[src/rtl/fxflag_pkg.sv]
// Package: shared definitions for the fixed-point status flag unit.
// Assumes: an operand set of at most three sources (first, second, immediate).
package fxflag_pkg;

    localparam int NUM_SRC = 3;

    // Position of each source in the operand set; the first two feed overflow.
    typedef enum logic [1:0] {
        SRC_FIRST  = 2'd0,
        SRC_SECOND = 2'd1,
        SRC_IMM    = 2'd2
    } src_idx_e;

    // Architectural flag bundle held by the unit.
    typedef struct packed {
        logic ca;
        logic ca32;
        logic ov;
        logic ov32;
        logic so;
    } xflags_t;

endpackage

[src/rtl/fxflag_operands.sv]
// Module: assembles the operand set that every flag rule consumes.
// Assumes: the slot order is first, second register operand, immediate;
//          a slot whose live bit is low holds zero and is never compared.
module fxflag_operands
    import fxflag_pkg::*;
#(
    parameter int XLEN = 64
) (
    input  logic                          inv_first_i,
    input  logic [XLEN-1:0]               first_i,
    input  logic                          second_use_i,
    input  logic [XLEN-1:0]               second_i,
    input  logic                          imm_use_i,
    input  logic [XLEN-1:0]               imm_i,
    output logic [NUM_SRC-1:0][XLEN-1:0]  src_o,
    output logic [NUM_SRC-1:0]            live_o,
    output logic [XLEN-1:0]               ovf_x0_o,
    output logic [XLEN-1:0]               ovf_x1_o,
    output logic                          pair_o
);

    logic [XLEN-1:0] first_eff;

    // Complement the first operand when asked; all rules see this value.
    always_comb begin
        first_eff = inv_first_i ? ~first_i : first_i;
    end

    // Fill the operand slots and mark the ones that take part.
    always_comb begin
        src_o[SRC_FIRST]   = first_eff;
        src_o[SRC_SECOND]  = second_use_i ? second_i : '0;
        src_o[SRC_IMM]     = imm_use_i ? imm_i : '0;
        live_o[SRC_FIRST]  = 1'b1;
        live_o[SRC_SECOND] = second_use_i;
        live_o[SRC_IMM]    = imm_use_i;
    end

    // Pick the two operands the sign rule compares: the first, then the next live one.
    always_comb begin
        ovf_x0_o = first_eff;
        ovf_x1_o = second_use_i ? second_i : imm_i;
        pair_o   = second_use_i | imm_use_i;
    end

endmodule

[src/rtl/fxflag_carry.sv]
// Module: unsigned "some operand exceeds the result" detector over W bits.
// Assumes: callers pass already-sliced operands; one instance per carry width.
module fxflag_carry #(
    parameter int W = 64,
    parameter int N = 3
) (
    input  logic [N-1:0][W-1:0] src_i,
    input  logic [N-1:0]        live_i,
    input  logic [W-1:0]        res_i,
    output logic                carry_o
);

    logic [N-1:0] above;

    // One unsigned magnitude comparator per operand slot.
    for (genvar k = 0; k < N; k++) begin : g_cmp
        assign above[k] = live_i[k] && (src_i[k] > res_i);
    end

    // Any live operand above the result signals a carry.
    always_comb begin
        carry_o = |above;
    end

endmodule

[src/rtl/fxflag_sign_ovf.sv]
// Module: signed overflow from sign bits: equal input signs, different result sign.
// Assumes: the caller has chosen the two operands and the sign bit position.
module fxflag_sign_ovf (
    input  logic x0_sign_i,
    input  logic x1_sign_i,
    input  logic res_sign_i,
    output logic ovf_o
);

    // Overflow only when like-signed inputs produce an unlike-signed result.
    always_comb begin
        ovf_o = (x0_sign_i == x1_sign_i) && (res_sign_i != x0_sign_i);
    end

endmodule

[src/rtl/fxflag_cond.sv]
// Module: forms the condition field from a signed result and the summary bit.
// Assumes: the summary bit given is the value after this operation's update.
module fxflag_cond #(
    parameter int XLEN = 64
) (
    input  logic [XLEN-1:0] res_i,
    input  logic            so_i,
    output logic [3:0]      field_o
);

    logic is_zero;
    logic is_neg;

    // Classify the result: sign from the top bit, zero from the whole word.
    always_comb begin
        is_zero = (res_i == '0);
        is_neg  = res_i[XLEN-1];
    end

    // Pack {neg, pos, zero, so}; exactly one of the top three is set.
    always_comb begin
        field_o = {is_neg, ~is_neg & ~is_zero, is_zero, so_i};
    end

endmodule

[src/rtl/fxflag_unit.sv]
// Module: fixed-point status flag unit. Holds the carry, overflow, summary
//         overflow and condition field registers and updates them on each
//         accepted operation according to the per-operation enables.
// Assumes: synchronous active-low reset; inputs stable around the sampling
//          edge; summary overflow is cleared only by reset.
module fxflag_unit
    import fxflag_pkg::*;
#(
    parameter int XLEN  = 64,
    parameter int LOW_W = 32
) (
    input  logic             clk,
    input  logic             rst_n,
    input  logic             op_vld,
    input  logic [XLEN-1:0]  op_a,
    input  logic [XLEN-1:0]  op_b,
    input  logic             op_b_use,
    input  logic             inv_a,
    input  logic             imm_use,
    input  logic [XLEN-1:0]  imm_val,
    input  logic [XLEN-1:0]  result,
    input  logic             carry_en,
    input  logic             ovf_en,
    input  logic             rec_en,
    input  logic             div_ovf_use,
    input  logic             div_ovf,
    input  logic             wrote_ca,
    input  logic             wrote_ca32,
    output logic             ca,
    output logic             ca32,
    output logic             ov,
    output logic             ov32,
    output logic             so,
    output logic [3:0]       cr0
);

    localparam int HI_SIGN = XLEN - 1;
    localparam int LO_SIGN = LOW_W - 1;

    logic [NUM_SRC-1:0][XLEN-1:0]  src_full;
    logic [NUM_SRC-1:0][LOW_W-1:0] src_low;
    logic [NUM_SRC-1:0]            src_live;
    logic [XLEN-1:0]               ovf_x0;
    logic [XLEN-1:0]               ovf_x1;
    logic                          have_pair;
    logic                          carry_hi;
    logic                          carry_lo;
    logic                          sgn_ovf_hi;
    logic                          sgn_ovf_lo;
    logic                          ovf_upd;
    logic                          ov_new;
    logic                          ov32_new;
    logic                          so_new;
    logic [3:0]                    cond_new;
    xflags_t                       flg_q;
    logic [3:0]                    cr0_q;

    fxflag_operands #(.XLEN(XLEN)) u_opnd (
        .inv_first_i  (inv_a),
        .first_i      (op_a),
        .second_use_i (op_b_use),
        .second_i     (op_b),
        .imm_use_i    (imm_use),
        .imm_i        (imm_val),
        .src_o        (src_full),
        .live_o       (src_live),
        .ovf_x0_o     (ovf_x0),
        .ovf_x1_o     (ovf_x1),
        .pair_o       (have_pair)
    );

    // Low-half slices of every operand slot for the 32-bit carry.
    for (genvar k = 0; k < NUM_SRC; k++) begin : g_low
        assign src_low[k] = src_full[k][LOW_W-1:0];
    end

    fxflag_carry #(.W(XLEN), .N(NUM_SRC)) u_carry_hi (
        .src_i   (src_full),
        .live_i  (src_live),
        .res_i   (result),
        .carry_o (carry_hi)
    );

    fxflag_carry #(.W(LOW_W), .N(NUM_SRC)) u_carry_lo (
        .src_i   (src_low),
        .live_i  (src_live),
        .res_i   (result[LOW_W-1:0]),
        .carry_o (carry_lo)
    );

    fxflag_sign_ovf u_ovf_hi (
        .x0_sign_i  (ovf_x0[HI_SIGN]),
        .x1_sign_i  (ovf_x1[HI_SIGN]),
        .res_sign_i (result[HI_SIGN]),
        .ovf_o      (sgn_ovf_hi)
    );

    fxflag_sign_ovf u_ovf_lo (
        .x0_sign_i  (ovf_x0[LO_SIGN]),
        .x1_sign_i  (ovf_x1[LO_SIGN]),
        .res_sign_i (result[LO_SIGN]),
        .ovf_o      (sgn_ovf_lo)
    );

    // Choose the overflow source and decide whether this operation updates it.
    always_comb begin
        ovf_upd  = ovf_en && (div_ovf_use || have_pair);
        ov_new   = div_ovf_use ? div_ovf : sgn_ovf_hi;
        ov32_new = div_ovf_use ? div_ovf : sgn_ovf_lo;
        so_new   = ovf_upd ? (flg_q.so | ov_new) : flg_q.so;
    end

    fxflag_cond #(.XLEN(XLEN)) u_cond (
        .res_i   (result),
        .so_i    (so_new),
        .field_o (cond_new)
    );

    // Carry flags: update on enable unless the instruction wrote them itself.
    always_ff @(posedge clk) begin
        if (!rst_n) begin
            flg_q.ca   <= 1'b0;
            flg_q.ca32 <= 1'b0;
        end else if (op_vld && carry_en) begin
            if (!wrote_ca)   flg_q.ca   <= carry_hi;
            if (!wrote_ca32) flg_q.ca32 <= carry_lo;
        end
    end

    // Overflow flags and sticky summary: update when a verdict is available.
    always_ff @(posedge clk) begin
        if (!rst_n) begin
            flg_q.ov   <= 1'b0;
            flg_q.ov32 <= 1'b0;
            flg_q.so   <= 1'b0;
        end else if (op_vld && ovf_upd) begin
            flg_q.ov   <= ov_new;
            flg_q.ov32 <= ov32_new;
            flg_q.so   <= so_new;
        end
    end

    // Condition field: load on record.
    always_ff @(posedge clk) begin
        if (!rst_n) begin
            cr0_q <= 4'b0000;
        end else if (op_vld && rec_en) begin
            cr0_q <= cond_new;
        end
    end

    // Drive the outputs straight from the registers.
    always_comb begin
        ca   = flg_q.ca;
        ca32 = flg_q.ca32;
        ov   = flg_q.ov;
        ov32 = flg_q.ov32;
        so   = flg_q.so;
        cr0  = cr0_q;
    end

    // ---------------- assertions ----------------
    assert_ca_kept_R5: assert property (@(posedge clk) disable iff (!rst_n)
        (op_vld && carry_en && wrote_ca) |=> $stable(ca));

    assert_ca32_kept_R5: assert property (@(posedge clk) disable iff (!rst_n)
        (op_vld && carry_en && wrote_ca32) |=> $stable(ca32));

    assert_div_pair_R7: assert property (@(posedge clk) disable iff (!rst_n)
        (op_vld && ovf_en && div_ovf_use) |=> (ov == ov32) && (ov == $past(div_ovf)));

    assert_so_sticky_R8: assert property (@(posedge clk) disable iff (!rst_n)
        so |=> so);

    assert_ov_implies_so_R8: assert property (@(posedge clk) disable iff (!rst_n)
        ov |-> so);

    assert_cond_onehot_R9: assert property (@(posedge clk) disable iff (!rst_n)
        (op_vld && rec_en) |=> ($countones(cr0[3:1]) == 1) && (cr0[0] == so));

    assert_single_hold_R10: assert property (@(posedge clk) disable iff (!rst_n)
        (op_vld && ovf_en && !div_ovf_use && !op_b_use && !imm_use)
        |=> $stable(ov) && $stable(ov32) && $stable(so));

    assert_idle_hold_R11: assert property (@(posedge clk) disable iff (!rst_n)
        !op_vld |=> $stable({ca, ca32, ov, ov32, so, cr0}));

endmodule

[config.mk]
export PLATFORM = sky130hd
export DESIGN_NAME = fxflag_unit
export DESIGN_NICKNAME = d
export VERILOG_FILES = /design/src/rtl/fxflag_pkg.sv /design/src/rtl/fxflag_operands.sv /design/src/rtl/fxflag_carry.sv /design/src/rtl/fxflag_sign_ovf.sv /design/src/rtl/fxflag_cond.sv /design/src/rtl/fxflag_unit.sv
export SDC_FILE = /design/constraint.sdc
export NUM_CORES = 1
export LEC_CHECK = 0
export ABC_AREA = 0
export BUFFER_PORTS_ARGS = -buffer_cell sky130_fd_sc_hd__clkbuf_2
export CAP_MARGIN = 15
export CORE_MARGIN = 4
export CORE_UTILIZATION = 46
export CTS_BUF_LIST = sky130_fd_sc_hd__clkbuf_8
export CTS_CLUSTER_DIAMETER = 60
export DETAILED_ROUTE_END_ITERATION = 6
export PLACE_DENSITY_LB_ADDON = 0.3
export SLEW_MARGIN = 5
export SYNTH_ARGS = -nofsm -noshare
export SYNTH_HDL_FRONTEND = slang
export SYNTH_SLANG_ARGS = --single-unit
[constraint.sdc]
create_clock -name clk -period 3.3 [get_ports clk]
set_clock_uncertainty 0.1 [all_clocks]
set_input_delay 0.495 -clock clk [delete_from_list [all_inputs] [get_ports clk]]
set_output_delay 0.495 -clock clk [all_outputs]
set_load 0.02 [all_outputs]
==> metrics.yaml, run 1 <==
status: "finished, final reports clean"
antenna_left: 0
hold_viol_final: 0
placeableCoreArea_sq_um: 13500
required_ns: 3.31
cts_tree: "yes"
first_global_vias: 7309
path_class: "input port to flop"
min_period_ns: 3.07
remaining_drc_errors: 0
min_path_type: "flop to flop"
grt_pass1_wl_um: 35600
synthArstFlopShare: 0
netSwitchingPower_mw: 0.591
critPathArrivalTime_ns: 3.07
rsz0062_at_grt: "false"
startpoint_type: "input port"
drv.max_cap_violation_count: 0
cts_sinks: 9
setup_violations: 0
place_congestion: 0.969
p_per_area_nw_per_um2: 154
rows: 42
start_util: 0.476
irDropWorstVdd_mv: 0.138
clk_pin_slew_ns: 0.05
grt_remaining_overflow: 0
synth_top_cell_area_share: 0.375
power.internal_mw: 0.657
drt_iter0_markers: 393
end_kind: "flop"
postCtsHoldBufs: 0
synth.net_count: 1312
worst_pin_slew_ns: 0.662
hpwl_um: 20400
io_pins: 278
diodes: 0
finalNetCount: 1582
antenna_found_initial: 0
synth.avg_cell_area_sq_um: 7.53
syn_area_sq_um: 6410
yosysUniqueCellTypes: 51
synthFlopType: "dfxtp_1"
die_area_sq_um: 15900
switching_share: 0.473
dr.pass1.iters: 5
fin_setup_tns_ns: 0
period_share: 0.930
power.leakage_nw: 4.53
seq_area_frac_synth: 0.0281
slew_headroom: 0.555
synth-edff-count: 0
clock_path_buffers: 2
seqPwrFrac: 0.094
synthTopCellsByArea: "ha_1 (38%), and2_1 (13%), xor2_1 (8.6%)"
place_area_sq_um: 8050
die_y_um: 126
drive_gt1_frac: 0.266
crit_fanout: 16
htree_levels: 1
fmax_ghz: 0.326
port_buffers: 277
wl_per_cell_um: 17.5
final_cell_area_sq_um: 8100
clkPwrFrac: 0.106
yosys-top-cells-count: "ha_1 (192), and2_1 (128), a21oi_1 (81)"
drt_wl_total_um: 22700
fillers: 1275
avgViaCountPerCell: 5.51
clkLatencyLatePin_ns: 0.23
areaGrowthSynthToFinish_pct: 26.4
via_count: 7142
grt_max_degree: 70
cts_setup_buffers: 0
power_frac_comb: 0.800
synth_most_common_cell: "ha_1"
yosys_warnings: 0
synth_top_area_cell: "ha_1"
slew_viol_final: 0
root_buffer: "clkbuf_8"
fp.dieW_um: 126
syn_inst: 851
numCtsBuffers: 3
grtUsageTotal: 0.273
cts.repair.resized: 0
ys_ff_latch: 9
==> worst paths after layout <==
check	from	endpoint	slack, ns	depth (start not counted)
worst max-delay path	inv_a	ca$_SDFFE_PN0P_	0.23	11
worst min-delay path	cr0[1]$_SDFFE_PN0P_	cr0[1]$_SDFFE_PN0P_	0.37	2
worst max register to register	so$_SDFFE_PN0P_	cr0[0]$_SDFFE_PN0P_	2.49	2
worst min register to register	cr0[1]$_SDFFE_PN0P_	cr0[1]$_SDFFE_PN0P_	0.37	2
==> layout by cell type (no fill, tap or decap), types with 19 or more instances in the layout <==
cell type,n
and2_1,128
nor4_1,22
a21o_1,20
xor2_1,63
o21ai_0,33
inv_1,69
ha_1,192
nand2_1,58
nand4_1,41
clkbuf_2,276
nor2_1,19
a21oi_1,81
==> registers in the layout, summed over array words and instances, names as in the netlist <==
| name | flops |
|---|---|
| cr0 | 4 |
| ov32 | 1 |
| ov | 1 |
| ca32 | 1 |
| ca | 1 |
| so | 1 |
==> metrics by stage <==
stage / cells / total power [mW] / hold WS, ns / setup WS (ns) / utilization
floorplan: 851 / 0.725 / 0.439 / 0.143 / -
global placement: 1292 / 1.09 / 0.350 / 0.0387 / 0.599
detailed placement: 1292 / 1.10 / 0.361 / 0.0232 / 0.599
CTS: 1296 / 1.24 / 0.368 / 0.267 / 0.602
global route: 1296 / 1.39 / 0.387 / 0.0436 / 0.602
finish: 1296 / 1.25 / 0.368 / 0.232 / 0.602
==> final cells by class <==
type	instances	area, sq um	share of cell area
clock buffers	3	41.3	0.00510
clock inverters	1	3.75	0.000464
inverters	68	255	0.0315
multi-input cells	753	5890	0.727
flip-flops and latches	9	180	0.0222
well taps	176	220	0.0272
repair buffers	286	1510	0.186
==> logic make-up after synthesis <==
logic type | share of synthesized area
AND/OR/NAND/NOR | 0.276
adder cells (fa/ha/maj) | 0.375
AO/OA/AOI/OAI | 0.178
buffers and inverters | 0.0523
XOR/XNOR | 0.0902
flip-flops | 0.0281
==> worst max-delay path, cell delays in order <==
cell	delay, ns
buf_4	0.10
buf_4	0.23
buf_4	0.31
xor2_1	0.12
ha_1	0.33
nand4_1	0.12
nor4_1	0.48
nand3_1	0.29
or2_2	0.37
o21ai_0	0.10
a41oi_2	0.11
==> power by group through the flow <==
stage          logic [mW]  clock network, mW  registers, mW
6_report            0.999              0.132          0.117
3_5_place_dp        0.985                  0          0.119
3_3_place_gp        0.967                  0          0.119
2_1_floorplan       0.599                  0          0.126
4_1_cts             0.992              0.130          0.117
5_1_grt              1.13              0.136          0.118
==> layer usage <==
metal  share of wire  vias to the layer above  track usage
li1                -                     3623            -
met5               0                        -            0
met3           0.071                       49       0.0318
met2            0.47                      289        0.480
met4           0.030                        0       0.0845
met1            0.42                     3181        0.349
Note: power is estimated with default switching activity, not from simulation.
==> inputs of run 2 (changes only) <==
--- a/config.mk
+++ b/config.mk
@@ -9,11 +9,12 @@
 export BUFFER_PORTS_ARGS = -buffer_cell sky130_fd_sc_hd__clkbuf_2
 export CAP_MARGIN = 15
 export CORE_MARGIN = 4
-export CORE_UTILIZATION = 46
+export CORE_UTILIZATION = 50
 export CTS_BUF_LIST = sky130_fd_sc_hd__clkbuf_8
 export CTS_CLUSTER_DIAMETER = 60
 export DETAILED_ROUTE_END_ITERATION = 6
 export PLACE_DENSITY_LB_ADDON = 0.3
+export REMOVE_ABC_BUFFERS = 1
 export SLEW_MARGIN = 5
 export SYNTH_ARGS = -nofsm -noshare
 export SYNTH_HDL_FRONTEND = slang
==> constraint.sdc (replaced) <==
create_clock -name clk -period 3.56 [get_ports clk]
set_clock_uncertainty 0.1 [all_clocks]
set_input_delay 0.534 -clock clk [delete_from_list [all_inputs] [get_ports clk]]
set_output_delay 0.534 -clock clk [all_outputs]
set_load 0.02 [all_outputs]
==> run 2 against run 1 <==
First-iteration DRC count decreased by 11%; clock power decreased by 9%; critical path depth unchanged; combinational power decreased by 8.3%; via count decreased by 0.39%; setup slack improved by 0.024 ns; non-clock buffer count decreased by 2; sequential power decreased by 7%; total power decreased by 8.3%; count of clock-buffer cells in the layout unchanged.
==> metrics.yaml, run 2 (same netlist as run 1, synthesis figures left out) <==
end_kind: "flop"
netSwitchingPower_mw: 0.542  # -8.4%
place_area_sq_um: 8010  # -0.56%
worst_pin_slew_ns: 0.737  # +0.0750 ns
final_util: 0.641  # +0.0388
crit_fanout: 36  # +20
crit_start: "op_b_use"
p_total_mw: 1.14  # -8.3%
clk_pin_slew_ns: 0.05  # about the same
grt_pass1_wl_um: 34500  # -3.0%
fp.dieW_um: 121  # -3.8%
die_area_sq_um: 14700  # -7.5%
drive_gt1_frac: 0.265  # -0.00131
hpwl_um: 19700  # -3.4%
max_stage_delay_ns: 0.56  # +0.08 ns
start_util: 0.510  # +0.0335
wl_per_cell_um: 17.1  # -2.1%
seqPwrFrac: 0.095  # about the same
avgViaCountPerCell: 5.51  # about the same
drt_iter0_markers: 351  # -11%
diodes: 0  # unchanged
layout_commonest_cell: "clkbuf_2"
switching_share: 0.473  # about the same
fin_ws_ns: 0.256  # +0.0237 ns
cp-endpoint: "ca$_SDFFE_PN0P_"
die_y_um: 121  # -3.8%
grt_max_degree: 43  # -39%
critPathArrivalTime_ns: 3.31  # +0.24 ns
io_pins: 278  # unchanged
finalNetCount: 1580  # -0.13%
final_cell_mix: "clkbuf_2 (276), ha_1 (192), and2_1 (128)"
min_path_type: "flop to flop"
min_period_ns: 3.30
slew_headroom: 0.504  # -0.0505
areaGrowthSynthToFinish_pct: 25.7
irDropWorstVdd_mv: 0.0913  # -34%
setup_violations: 0  # unchanged
power.internal_mw: 0.603  # -8.3%
htree_levels: 1  # unchanged
final_cell_area_sq_um: 8050  # -0.56%
path_class: "input port to flop"
hold_slack_ns: 0.367  # -0.00113 ns
period_share: 0.928
antenna_left: 0  # unchanged
clkPwrFrac: 0.105  # about the same
first_global_vias: 7114  # -2.7%
grt_remaining_overflow: 0  # unchanged
startpoint_type: "input port"
cts_setup_buffers: 0  # unchanged
dr.pass1.iters: 5  # unchanged
power.leakage_nw: 4.51  # -0.41%
cp_num_cells: 11  # unchanged
timing.rr.start: "ca$_SDFFE_PN0P_"
min_path_cells: 2  # unchanged
root_buffer: "clkbuf_8"
fmax_ghz: 0.303
hold_viol_final: 0  # unchanged
cp_num_buf_inv: 2  # -1
required_ns: 3.56  # +0.25 ns
reg2reg_depth: 2  # unchanged
cts.repair.resized: 0  # unchanged
status: "finished, final reports clean"
via_count: 7114  # -0.39%
clock_path_buffers: 2  # unchanged
cts_sinks: 9  # unchanged
grtUsageTotal: 0.292  # +0.0186
fin_setup_tns_ns: 0  # unchanged
numCtsBuffers: 3  # unchanged
drv.max_cap_violation_count: 0  # unchanged
postCtsHoldBufs: 0  # unchanged
largest_reg_flops: 4  # unchanged
placeableCoreArea_sq_um: 12600  # -6.6%
cts_tree: "yes"
clkLatencyLatePin_ns: 0.23  # about the same
place_congestion: 0.970  # +0.12%
rows: 41  # -2.4%
r2r_end: "ca$_SDFFE_PN0P_"
cp_cell_sequence: "clkbuf_2 -> buf_12 -> and2_1 -> ha_1 -> nand4_1 -> or4_1 -> o21ai_0 -> a21oi_1 -> o21bai_1 -> o211a_1 -> a41oi_2"
dp_cells: 1286  # -0.46%
antenna_found_initial: 0  # unchanged
crit_family: "simple AND/OR/NAND/NOR gates"
drt_wl_total_um: 22100  # -2.6%
place_ws_ns: 0.0608  # +0.0376 ns
p_per_area_nw_per_um2: 142  # -7.8%
power_frac_comb: 0.800  # about the same
remaining_drc_errors: 0  # unchanged
final_cells: 1290  # -0.46%
rsz0062_at_grt: "false"
port_buffers: 277  # unchanged
slew_viol_final: 0  # unchanged
rrSetupSlack_ns: 2.74  # +0.25 ns
slowest_stage: "or4_1"
run 2: cell types whose count changed in the layout (fill, tap and decap cells not counted):
cell    previous run  this run
buf_12             4         2
run 2: worst min path at each step:
stage | from | end
CTS | cr0[3]$_SDFFE_PN0P_ | cr0[3]$_SDFFE_PN0P_
finish | cr0[3]$_SDFFE_PN0P_ | cr0[3]$_SDFFE_PN0P_
global route | cr0[1]$_SDFFE_PN0P_ | cr0[1]$_SDFFE_PN0P_
detailed placement | cr0[3]$_SDFFE_PN0P_ | cr0[3]$_SDFFE_PN0P_
floorplan | cr0[1]$_SDFFE_PN0P_ | cr0[1]$_SDFFE_PN0P_
global placement | cr0[3]$_SDFFE_PN0P_ | cr0[3]$_SDFFE_PN0P_
run 2: worst min-delay path, delay by kind of cell (launching register included):
kind               cells  cell delay (ns)
DFF                    1             0.30
AOI/OAI and AO/OA      1             0.07
and+or+nand+nor        1             0.05
run 2: per-layer routing:
metal	wire, um	vias to the layer above	global-route usage
met3	1580	39	0.0280
met4	637	0	0.0819
met1	9480	3181	0.376
met5	0	-	0
met2	10400	287	0.516
li1	-	3607	-
run 2: area by class of cell:
class                      instances  area [sq um]
tap                              172           215
timing repair buffer             284          1470
clock buffer                       3          41.3
fill                            1159          4520
inverter                          68           255
clock inverter                     1          3.75
sequential                         9           180
multi-input combinational        753          5890
run 2: power groups by stage:
stage	combinational [mW]	sequential (mW)	clock, mW
global route	1.04	0.109	0.126
detailed placement	0.904	0.111	0
CTS	0.910	0.109	0.122
global placement	0.884	0.111	0
floorplan	0.528	0.117	0
finish	0.916	0.109	0.120
==> inputs of run 3 (changes only) <==
--- a/config.mk
+++ b/config.mk
@@ -18,4 +18,5 @@
 export SLEW_MARGIN = 5
 export SYNTH_ARGS = -nofsm -noshare
 export SYNTH_HDL_FRONTEND = slang
+export SYNTH_HIERARCHICAL = 1
 export SYNTH_SLANG_ARGS = --single-unit
==> constraint.sdc (replaced) <==
create_clock -name clk -period 2.7 [get_ports clk]
set_clock_uncertainty 0.1 [all_clocks]
set_input_delay 0.405 -clock clk [delete_from_list [all_inputs] [get_ports clk]]
set_output_delay 0.405 -clock clk [all_outputs]
set_load 0.02 [all_outputs]
==> run 3 against run 2 <==
The flow now finishes with violations (setup timing); routed wire length up 65%; synthesized area increased by 45%; final cell count is 47% higher; critical endpoint unchanged; first-iteration DRC count is 140% higher; synthesized cell count increased by 40%; global-route usage up 0.85 points.
==> metrics.yaml, run 3 <==
status: "finished, violations left"
failed_checks: "setup timing"
rsz0062_at_grt: "true"
hpwl_um: 29100  # +48%
finalNetCount: 2219  # +40%
grt_pass1_wl_um: 50100  # +45%
path_class: "input port to flop"
cp_cell_sequence: "buf_6 -> clkbuf_16 -> and2_4 -> ha_4 -> nor2b_1 -> o211ai_1 -> a2111o_1 -> o211ai_1 -> a221oi_2 -> buf_4 -> o22ai_1 -> a211o_1 -> nand4b_1 -> a21oi_1"
antenna_found_initial: 1  # +1
crit_fanout: 4  # -89%
slowest_stage: "a221oi_2"
wl_met3_um: 2330  # +48%
via_count: 10800  # +52%
fp.dieW_um: 144  # +19%
p_total_mw: 2.55  # +120%
numCtsBuffers: 3  # unchanged
startpoint_type: "input port"
die_y_um: 144  # +19%
fmax_ghz: 0.334
dr.pass1.iters: 5  # unchanged
avgViaCountPerCell: 5.73  # +4.0%
htree_levels: 1  # unchanged
critPathArrivalTime_ns: 3.01  # -0.30 ns
worst_pin_slew_ns: 0.677  # -0.0602 ns
end_kind: "flop"
clk_pin_slew_ns: 0.05  # about the same
irDropWorstVdd_mv: 0.147  # +61%
min_period_ns: 3.00
clkLatencyLatePin_ns: 0.24  # about the same
power.leakage_nw: 7.38  # +64%
drt-met1-wl_um: 14900  # +57%
largest_reg_flops: 4  # unchanged
start_util: 0.513  # +0.00285
layout_commonest_cell: "clkbuf_2"
root_buffer: "clkbuf_8"
slew_viol_final: 0  # unchanged
min_path_type: "input port to flop"
fillers: 1405  # +21%
register_area_sq_um: 180  # unchanged
setup_violations: 2  # +2
antenna_left: 0  # unchanged
multi_input_area_sq_um: 8550  # +45%
drv.max_cap_violation_count: 0  # unchanged
placeableCoreArea_sq_um: 18100  # +44%
met2_wirelength_um: 17300  # +66%
period_share: 1.11
areaGrowthSynthToFinish_pct: 43.3
cts_tree: "yes"
die_area_sq_um: 20800  # +41%
grtUsageTotal: 0.300  # +0.00849
fin_ws_ns: -0.295  # -0.551 ns
yosys_warnings: 6  # +6
place_congestion: 0.985  # +1.6%
clock_path_buffers: 2  # unchanged
hold_slack_ns: 0.319  # -0.0484 ns
grt_remaining_overflow: 0  # unchanged
io_pins: 278  # unchanged
drt_wl_total_um: 36400  # +65%
required_ns: 2.71  # -0.85 ns
top_layer: "met4"
hold_viol_final: 0  # unchanged
slew_headroom: 0.545  # +0.0405
syn_area_sq_um: 9270  # +45%
rows: 49  # +20%
wl_per_cell_um: 19.3  # +13%
drive_gt1_frac: 0.394  # +0.129
max_stage_delay_ns: 0.44  # -0.12 ns
grt_max_degree: 42  # -2.3%
port_buffers: 277  # unchanged
syn_inst: 1194  # +40%
first_global_vias: 10600  # +49%
drt_iter0_markers: 825  # +140%
diodes: 0  # unchanged
crit_path_frequent_cell: "o211ai_1"
synth.avg_cell_area_sq_um: 7.76  # +3.1%
remaining_drc_errors: 0  # unchanged
final_cell_mix: "clkbuf_2 (274), ha_1 (270), buf_4 (260)"
cts_sinks: 9  # unchanged
p_per_area_nw_per_um2: 192  # +35%
## run 3: critical path: cells and delay by family
family | cells | cell delay [ns]
AO/OA/AOI/OAI | 7 | 1.50
AND/OR/NAND/NOR | 3 | 0.40
buffers and inverters | 3 | 0.50
adder cells (fa/ha/maj) | 1 | 0.20
## run 3: power by group
part / internal (mW) / switching [mW] / total (mW)
registers: 0.139 / 0.00396 / 0.143
logic: 1.13 / 1.12 / 2.25
clock network: 0.0994 / 0.0579 / 0.157
total: 1.37 / 1.18 / 2.55
## run 3: timing repair
item / in CTS / in global routing
gates cloned: 1 / 8
setup endpoints to repair: 2 / 2
pin swaps: 22 / 68
buffers inserted: 5 / 6
gates resized for setup: 24 / 87
hold buffers: 0 / 0
## run 3: layout make-up
type,count,share of cell area
timing repair buffer,558,0.287
clock buffer,3,0.00311
clock inverter,1,0.000283
sequential,9,0.0136
inverter,107,0.0302
tap,229,0.0216
multi-input combinational,983,0.644
## run 3: final timing paths
| path | cells after the start | end | from | slack (ns) |
|---|---|---|---|---|
| min reg2reg | 2 | cr0[0]$_SDFFE_PN0P_ | cr0[0]$_SDFFE_PN0P_ | 0.36 |
| max reg2reg | 2 | ov32$_SDFFE_PN0P_ | ov32$_SDFFE_PN0P_ | 1.85 |
| min | 2 | so$_SDFFE_PN0P_ | rst_n | 0.32 |
| max | 14 | ca$_SDFFE_PN0P_ | op_b_use | -0.30 |
## run 3: metrics by stage
stage / cells / utilization / setup WS (ns) / setup TNS (ns) / area [sq um]
after floorplan: 1099 / - / 0.0612 / 0 / 8580
after global placement: 1867 / 0.681 / -0.665 / -1.10 / 12300
after detailed placement: 1867 / 0.681 / -0.744 / -1.27 / 12300
after CTS: 1877 / 0.695 / -0.269 / -0.422 / 12600
after global routing: 1890 / 0.735 / -0.292 / -0.505 / 13300
final: 1890 / 0.735 / -0.295 / -0.469 / 13300
## run 3: routing by layer
metal | GRT usage | vias up
met1 | 0.368 | 4965
met3 | 0.0228 | 127
met4 | 0.117 | 0
met2 | 0.544 | 528
li1 | - | 5215
met5 | 0 | -
